[src/rtl/exc_dispatch_pkg.sv]
package exc_dispatch_pkg;

  localparam int unsigned XLEN       = 32;
  localparam int unsigned PS_IL_LSB  = 0;
  localparam int unsigned PS_IL_W    = 4;
  localparam int unsigned PS_EXCM_B  = 4;
  localparam int unsigned PS_UM_B    = 5;

  typedef enum logic [2:0] {
    VK_NONE   = 3'd0,
    VK_KERNEL = 3'd1,
    VK_USER   = 3'd2,
    VK_DOUBLE = 3'd3,
    VK_DEBUG  = 3'd4
  } vec_kind_e;

  // Move a fixed vector by the difference between the live and reset bases.
  function automatic logic [XLEN-1:0] reloc_addr(input logic [XLEN-1:0] vec,
                                                 input logic [XLEN-1:0] rst_base,
                                                 input logic [XLEN-1:0] cur_base);
    return vec - rst_base + cur_base;
  endfunction

  // Status word after debug entry: level field replaced, exception mode set.
  function automatic logic [XLEN-1:0] ps_debug_entry(input logic [XLEN-1:0] ps,
                                                     input logic [PS_IL_W-1:0] lvl);
    logic [XLEN-1:0] r;
    r = ps;
    r[PS_IL_LSB +: PS_IL_W] = lvl;
    r[PS_EXCM_B] = 1'b1;
    return r;
  endfunction

  // Status word after a general exception.
  function automatic logic [XLEN-1:0] ps_general_entry(input logic [XLEN-1:0] ps);
    logic [XLEN-1:0] r;
    r = ps;
    r[PS_EXCM_B] = 1'b1;
    return r;
  endfunction

endpackage

[src/rtl/exc_route.sv]
module exc_route
  import exc_dispatch_pkg::*;
#(
  parameter int unsigned DBG_LEVEL = 3
) (
  input  logic               clk,
  input  logic               rst_n,
  input  logic               exc_req,
  input  logic               dbg_req,
  input  logic               ps_excm,
  input  logic               ps_um,
  input  logic [PS_IL_W-1:0] ps_intlevel,
  output logic               gen_take,
  output logic               dbg_take,
  output vec_kind_e          kind
);

  localparam logic [PS_IL_W-1:0] DBG_LVL_V = PS_IL_W'(DBG_LEVEL);

  logic dbg_allowed;

  assign dbg_allowed = ps_intlevel < DBG_LVL_V;
  assign dbg_take    = dbg_req && dbg_allowed;
  assign gen_take    = exc_req && !dbg_take;

  always_comb begin
    kind = VK_NONE;
    if (dbg_take)      kind = VK_DEBUG;
    else if (gen_take) begin
      if (ps_excm)     kind = VK_DOUBLE;
      else if (ps_um)  kind = VK_USER;
      else             kind = VK_KERNEL;
    end
  end


  one_path_chk: assert property (@(posedge clk) disable iff (!rst_n)
    $onehot0({gen_take, dbg_take}));


  dbg_over_gen_chk: assert property (@(posedge clk) disable iff (!rst_n)
    (exc_req && dbg_take) |-> (kind == VK_DEBUG));


  dbg_gate_chk: assert property (@(posedge clk) disable iff (!rst_n)
    (dbg_req && ps_intlevel >= DBG_LVL_V) |-> !dbg_take);


  double_route_chk: assert property (@(posedge clk) disable iff (!rst_n)
    (gen_take && ps_excm) |-> (kind == VK_DOUBLE));

endmodule

[src/rtl/exc_target.sv]
module exc_target
  import exc_dispatch_pkg::*;
#(
  parameter logic [31:0] RESET_VECBASE = 32'h4000_0000,
  parameter logic [31:0] KERNEL_VEC    = 32'h4000_0300,
  parameter logic [31:0] USER_VEC      = 32'h4000_0340,
  parameter logic [31:0] DOUBLE_VEC    = 32'h4000_03C0,
  parameter logic [31:0] DEBUG_VEC     = 32'h4000_0280,
  parameter bit          RELOC_EN      = 1'b1
) (
  input  vec_kind_e        kind,
  input  logic [XLEN-1:0]  vecbase,
  output logic [XLEN-1:0]  target
);

  logic [XLEN-1:0] fixed_vec;

  always_comb begin
    unique case (kind)
      VK_KERNEL: fixed_vec = KERNEL_VEC;
      VK_USER:   fixed_vec = USER_VEC;
      VK_DOUBLE: fixed_vec = DOUBLE_VEC;
      VK_DEBUG:  fixed_vec = DEBUG_VEC;
      default:   fixed_vec = KERNEL_VEC;
    endcase
  end

  generate
    if (RELOC_EN) begin : g_reloc
      assign target = reloc_addr(fixed_vec, RESET_VECBASE, vecbase);
    end else begin : g_fixed
      logic [XLEN-1:0] unused_base;
      assign unused_base = vecbase;
      assign target = fixed_vec;
    end
  endgenerate

endmodule

[src/rtl/exc_dispatch_unit.sv]
module exc_dispatch_unit
  import exc_dispatch_pkg::*;
#(
  parameter int unsigned CAUSE_W       = 6,
  parameter int unsigned DBG_LEVEL     = 3,
  parameter bit          HAS_DEPC      = 1'b1,
  parameter bit          RELOC_EN      = 1'b1,
  parameter logic [31:0] PS_RESET      = 32'h0000_0010,
  parameter logic [31:0] RESET_VECBASE = 32'h4000_0000,
  parameter logic [31:0] KERNEL_VEC    = 32'h4000_0300,
  parameter logic [31:0] USER_VEC      = 32'h4000_0340,
  parameter logic [31:0] DOUBLE_VEC    = 32'h4000_03C0,
  parameter logic [31:0] DEBUG_VEC     = 32'h4000_0280
) (
  input  logic               clk,
  input  logic               rst_n,
  input  logic               exc_req,
  input  logic [31:0]        exc_pc,
  input  logic [CAUSE_W-1:0] exc_cause,
  input  logic               exc_vaddr_vld,
  input  logic [31:0]        exc_vaddr,
  input  logic               dbg_req,
  input  logic [CAUSE_W-1:0] dbg_cause,
  input  logic               ps_wr_en,
  input  logic [31:0]        ps_wr_data,
  input  logic               vecbase_wr_en,
  input  logic [31:0]        vecbase_wr_data,
  output logic               redirect_vld,
  output logic [31:0]        redirect_pc,
  output logic [31:0]        ps_o,
  output logic [31:0]        epc1_o,
  output logic [31:0]        depc_o,
  output logic [31:0]        epc_dbg_o,
  output logic [31:0]        eps_dbg_o,
  output logic [31:0]        exccause_o,
  output logic [31:0]        excvaddr_o,
  output logic [31:0]        dbgcause_o,
  output logic [31:0]        vecbase_o
);

  localparam int unsigned PAD_W = XLEN - CAUSE_W;
  localparam logic [PS_IL_W-1:0] DBG_LVL_V = PS_IL_W'(DBG_LEVEL);

  logic [XLEN-1:0] ps_q, epc1_q, depc_q, epcd_q, epsd_q;
  logic [XLEN-1:0] cause_q, vaddr_q, dcause_q, vecbase_q, red_pc_q;
  logic            red_vld_q;

  // named internal events
  logic            gen_take, dbg_take, any_take, is_double, save_to_depc;
  vec_kind_e       kind;
  logic [XLEN-1:0] tgt;

  exc_route #(.DBG_LEVEL(DBG_LEVEL)) u_route (
    .clk         (clk),
    .rst_n       (rst_n),
    .exc_req     (exc_req),
    .dbg_req     (dbg_req),
    .ps_excm     (ps_q[PS_EXCM_B]),
    .ps_um       (ps_q[PS_UM_B]),
    .ps_intlevel (ps_q[PS_IL_LSB +: PS_IL_W]),
    .gen_take    (gen_take),
    .dbg_take    (dbg_take),
    .kind        (kind)
  );

  exc_target #(
    .RESET_VECBASE (RESET_VECBASE),
    .KERNEL_VEC    (KERNEL_VEC),
    .USER_VEC      (USER_VEC),
    .DOUBLE_VEC    (DOUBLE_VEC),
    .DEBUG_VEC     (DEBUG_VEC),
    .RELOC_EN      (RELOC_EN)
  ) u_target (
    .kind    (kind),
    .vecbase (vecbase_q),
    .target  (tgt)
  );

  assign any_take     = gen_take || dbg_take;
  assign is_double    = gen_take && ps_q[PS_EXCM_B];
  assign save_to_depc = is_double && HAS_DEPC;

  always_ff @(posedge clk) begin
    if (!rst_n) begin
      ps_q      <= PS_RESET;
      vecbase_q <= RESET_VECBASE;
      epc1_q    <= '0;
      depc_q    <= '0;
      epcd_q    <= '0;
      epsd_q    <= '0;
      cause_q   <= '0;
      vaddr_q   <= '0;
      dcause_q  <= '0;
      red_vld_q <= 1'b0;
      red_pc_q  <= '0;
    end else begin
      red_vld_q <= any_take;
      if (any_take) red_pc_q <= tgt;
      if (vecbase_wr_en) vecbase_q <= vecbase_wr_data;
      if (dbg_take) begin
        dcause_q <= {{PAD_W{1'b0}}, dbg_cause};
        epcd_q   <= exc_pc;
        epsd_q   <= ps_q;
        ps_q     <= ps_debug_entry(ps_q, DBG_LVL_V);
      end else if (gen_take) begin
        if (exc_vaddr_vld) vaddr_q <= exc_vaddr;
        cause_q <= {{PAD_W{1'b0}}, exc_cause};
        ps_q    <= ps_general_entry(ps_q);
        if (save_to_depc) depc_q <= exc_pc;
        else              epc1_q <= exc_pc;
      end else if (ps_wr_en) begin
        ps_q <= ps_wr_data;
      end
    end
  end

  assign redirect_vld = red_vld_q;
  assign redirect_pc  = red_pc_q;
  assign ps_o         = ps_q;
  assign epc1_o       = epc1_q;
  assign depc_o       = HAS_DEPC ? depc_q : '0;
  assign epc_dbg_o    = epcd_q;
  assign eps_dbg_o    = epsd_q;
  assign exccause_o   = cause_q;
  assign excvaddr_o   = vaddr_q;
  assign dbgcause_o   = dcause_q;
  assign vecbase_o    = vecbase_q;


  excm_after_gen_chk: assert property (@(posedge clk) disable iff (!rst_n)
    gen_take |=> ps_o[PS_EXCM_B]);


  depc_save_chk: assert property (@(posedge clk) disable iff (!rst_n)
    save_to_depc |=> (depc_o == $past(exc_pc)) && $stable(epc1_o));


  dbg_level_chk: assert property (@(posedge clk) disable iff (!rst_n)
    dbg_take |=> (ps_o[PS_IL_LSB +: PS_IL_W] == DBG_LVL_V) && ps_o[PS_EXCM_B]
                 && (eps_dbg_o == $past(ps_o)));


  redirect_idle_chk: assert property (@(posedge clk) disable iff (!rst_n)
    !(exc_req || dbg_req) |=> !redirect_vld);


  dbg_keeps_cause_chk: assert property (@(posedge clk) disable iff (!rst_n)
    dbg_take |=> $stable(exccause_o) && $stable(epc1_o));

endmodule

[config.mk]
export PLATFORM = sky130hd
export DESIGN_NAME = exc_dispatch_unit
export DESIGN_NICKNAME = d
export VERILOG_FILES = /design/src/rtl/exc_dispatch_pkg.sv /design/src/rtl/exc_route.sv /design/src/rtl/exc_target.sv /design/src/rtl/exc_dispatch_unit.sv
export SDC_FILE = /design/constraint.sdc
export NUM_CORES = 1
export LEC_CHECK = 0
export BUFFER_PORTS_ARGS = -buffer_cell sky130_fd_sc_hd__buf_2
export CORE_AREA = 2 2 181 183
export DETAILED_ROUTE_END_ITERATION = 16
export DIE_AREA = 0 0 183 185
export GPL_TIMING_DRIVEN = 0
export PLACE_DENSITY_LB_ADDON = 0.15
export SLEW_MARGIN = 20
export SYNTH_ARGS = -nofsm -noshare
export SYNTH_HDL_FRONTEND = slang
export SYNTH_SLANG_ARGS = --single-unit
[constraint.sdc]
create_clock -name clk -period 4 [get_ports clk]
set_clock_uncertainty 0.15 [all_clocks]
set_input_delay 0.8 -clock clk [delete_from_list [all_inputs] [get_ports clk]]
set_output_delay 0.8 -clock clk [all_outputs]
set_load 0.05 [all_outputs]
==> results_dict.tcl <==
set metrics [dict create \
    slowest_stage "a2111oi_4" \
    synth.yosys.seq_area_share_pct 49.64 \
    die_height_um 185 \
    numCtsBuffers 30 \
    clockBufferDepth 3 \
    cts_setup_buffers 0 \
    power.leakage_uw 0.006774 \
    cts.sinks 269 \
    dr.pass1.iters 4 \
    synthArstFlopShare_pct 0 \
    synth-edff-count 0 \
    final_area_um2 14610 \
    slew_headroom_pct 47.92 \
    r2r_setup_slack_ns 0.32 \
    syn_area_um2 10850 \
    power_density_nw_per_um2 468.9 \
    nFillCells 3336 \
    power_frac_seq_pct 42.2 \
    cts_resized 0 \
    p_comb_share_pct 18.6 \
    status "completed" \
    core_area_um2 32040 \
    post-route-util_pct 45.59 \
    grt_max_degree 16 \
    synthCells 1226 \
    final_nets 1874 \
    path_class "reg2reg" \
    start_util_pct 33.86 \
    r2r-end "redirect_pc[24]" \
    grt_overflow 0 \
    htree_num_levels 1 \
    worst_pin_slew_ns 0.7811 \
    path_cells "nand2_1 > and2_1 > buf_4 > inv_2 > and3_1 > buf_2 > buf_2 > nor2_1 > fa_1 > nand2b_1 > a2111oi_4 > nand4_1 > xor2_1 > a21oi_1" \
    arrival_ns 4.01 \
    drt_iter0_markers 391 \
    slew_viol_final 0 \
    p_int_uw 4723 \
    synth_top_flop_cell "dfxtp_1" \
    avgSynthCellArea_um2 8.849 \
    finalWirelength_um 36780 \
    p_switching_uw 2126 \
    hold_viol_final 0 \
    grt_pass1_vias 9375 \
    rsz0062_at_grt "no" \
    cp_common_cell "buf_2" \
    gp_congestion 0.7911 \
    dp_hpwl_um 27890 \
    period_needed_ns 3.680 \
    io_buffer_count 414 \
    ff2ff_path_depth 14 \
    clockRootBuffer "clkbuf_16" \
    cts_tree "built" \
    rows 66 \
    pwr-share-clk_pct 39.2 \
    synth_cell_types 48 \
    finalCritPeriodShare_pct 92.00 \
    cp-end-kind "flip-flop" \
    num_vias 9794 \
    antenna_found_initial 10 \
    layout_commonest_cell "buf_2" \
    max_clock_freq_mhz 271.7 \
    path_clk_slew_ns 0.06 \
    drive_gt1_share_pct 33.47 \
    max_cap_violations 0 \
    hold-path-endpoint "excvaddr_o[5]" \
    setup_viol 0 \
    die_x_um 183 \
    yosysWarnings 0 \
    syn_to_final_growth_pct 34.63 \
    ir_drop_v 0.0003202 \
    ioPinCount 468 \
    hp-start "excvaddr_o[5]" \
    start_kind "flip-flop" \
    grtUsageTotal_pct 20.72 \
    required_ns 4.33 \
    most-common-layout-cells "450 x buf_2, 402 x nand2_1, 269 x dfxtp_1, 182 x a21boi_0, 63 x buf_4" \
    dieArea_um2 33860 \
    vias_per_cell 4.536 \
    synth-seq-cells 269 \
    hp-class "reg2reg" \
    swShare_pct 31.04 \
    wl_per_cell_um 17.03 \
    clk_latency_ns 0.56 \
    min_delay_path_depth 2 \
    path_max_fanout 10 \
    grt_pass1_wl_um 54550 \
    postPlaceCellArea_um2 13620 \
    drc 0 \
    reg2reg_from "ps_o[1]" \
    hold_buffers 0 \
    slowest_delay_ns 0.55 \
    antenna_left 0 \
]
power by group through the flow:
stage	sequential (uW)	combinational (uW)	clock, uW
finish	2890	1270	2680
global route	2910	1360	2870
CTS	2890	1290	2760
detailed placement	2950	1280	0
global placement	2950	1280	0
floorplan	3370	487	0
cell usage after synthesis (all sizes together) (2+ instances only):
library cell	n	area, um^2
a21boi	200	1501
a21oi	15	75.07
a22o	15	131.4
a31oi	2	27.53
and2	3	20.02
and3	6	38.79
and4	3	28.78
buf	107	716.9
clkbuf	36	146.4
dfxtp	269	5385
ha	3	37.54
inv	6	22.52
mux2i	37	370.4
nand2	404	1521
nand2b	3	18.77
nand3	19	110.1
nand4	7	43.79
nor2	10	52.55
nor2b	32	200.2
o21ai	14	70.07
o2bb2ai	3	26.28
xnor2	7	61.31
xor2	15	131.4
how the worst max path moves through the flow:
stage | from | end | slack [ns]
finish | ps_o[1] | redirect_pc[24] | 0.32
CTS | ps_o[1] | redirect_pc[30] | 0.12
detailed placement | dbg_req | redirect_pc[30] | -0.37
floorplan | dbg_req | redirect_pc[28] | 0.41
global route | ps_o[1] | redirect_pc[20] | 0.04
global placement | dbg_req | redirect_pc[30] | -0.37
layer usage:
| layer | vias to the layer above | share of wire [%] | track usage, % | wire length [um] |
|---|---|---|---|---|
| met2 | 296 | 49 | 36.27 | 17880 |
| li1 | 4907 | - | - | - |
| met3 | 56 | 7.3 | 5.584 | 2693 |
| met1 | 4533 | 41 | 24.64 | 15200 |
| met4 | 2 | 2.7 | 6.752 | 992 |
| met5 | - | 0.024 | 0 | 9 |
registers in the layout (all words and copies together), names as in the netlist:
name,cells
dbgcause_o,6
depc_o,32
epc1_o,32
epc_dbg_o,32
eps_dbg_o,32
exccause_o,6
excvaddr_o,32
ps_o,32
redirect_pc,32
redirect_vld,1
vecbase_o,32
per-stage QoR:
stage / setup slack, ns / hold WS [ns] / std cells / power [uW] / TNS [ns]
after global routing: 0.03846 / 0.3175 / 2156 / 7142 / 0
final: 0.3199 / 0.3019 / 2159 / 6849 / 0
after CTS: 0.1208 / 0.2930 / 2150 / 6938 / 0
after floorplan: 0.4067 / 0.3147 / 1277 / 3855 / 0
after detailed placement: -0.3727 / 0.2931 / 2099 / 4233 / -2.835
after global placement: -0.3684 / 0.2887 / 2099 / 4223 / -2.729
logic make-up after synthesis:
kind of cell | after synthesis | synth area share (%)
AOI/OAI and AO/OA | 253 | 17.38
xor gates and xnor gates | 22 | 1.776
adders and majority gates | 4 | 0.5305
buffers and inverters | 149 | 8.165
DFF | 269 | 49.64
muxes | 37 | 3.414
other | 1 | 0.03456
and+or+nand+nor | 491 | 19.06
area by class of cell:
class / count / area [um^2] / share of cell area [%]
antenna: 9 / 22.52 / 0.1542
buffer: 143 / 863.3 / 5.911
clock buffer: 44 / 883.3 / 6.048
clock inverter: 7 / 73.82 / 0.5054
inverter: 6 / 22.52 / 0.1542
multi-input combinational: 859 / 4773 / 32.68
sequential: 269 / 5385 / 36.87
tap: 408 / 510.5 / 3.495
timing repair buffer: 414 / 2072 / 14.19
worst max-delay path: cells and delay by family (launching register included):
| family | cells | cell delay (ns) |
|---|---|---|
| buffers and inverters | 4 | 0.72 |
| AO/OA/AOI/OAI | 2 | 0.69 |
| flip-flops | 1 | 0.40 |
| XOR/XNOR | 1 | 0.17 |
| AND/OR/NAND/NOR | 6 | 1.03 |
| adder cells (fa/ha/maj) | 1 | 0.43 |
No activity file was read; power rests on OpenSTA's default activity.
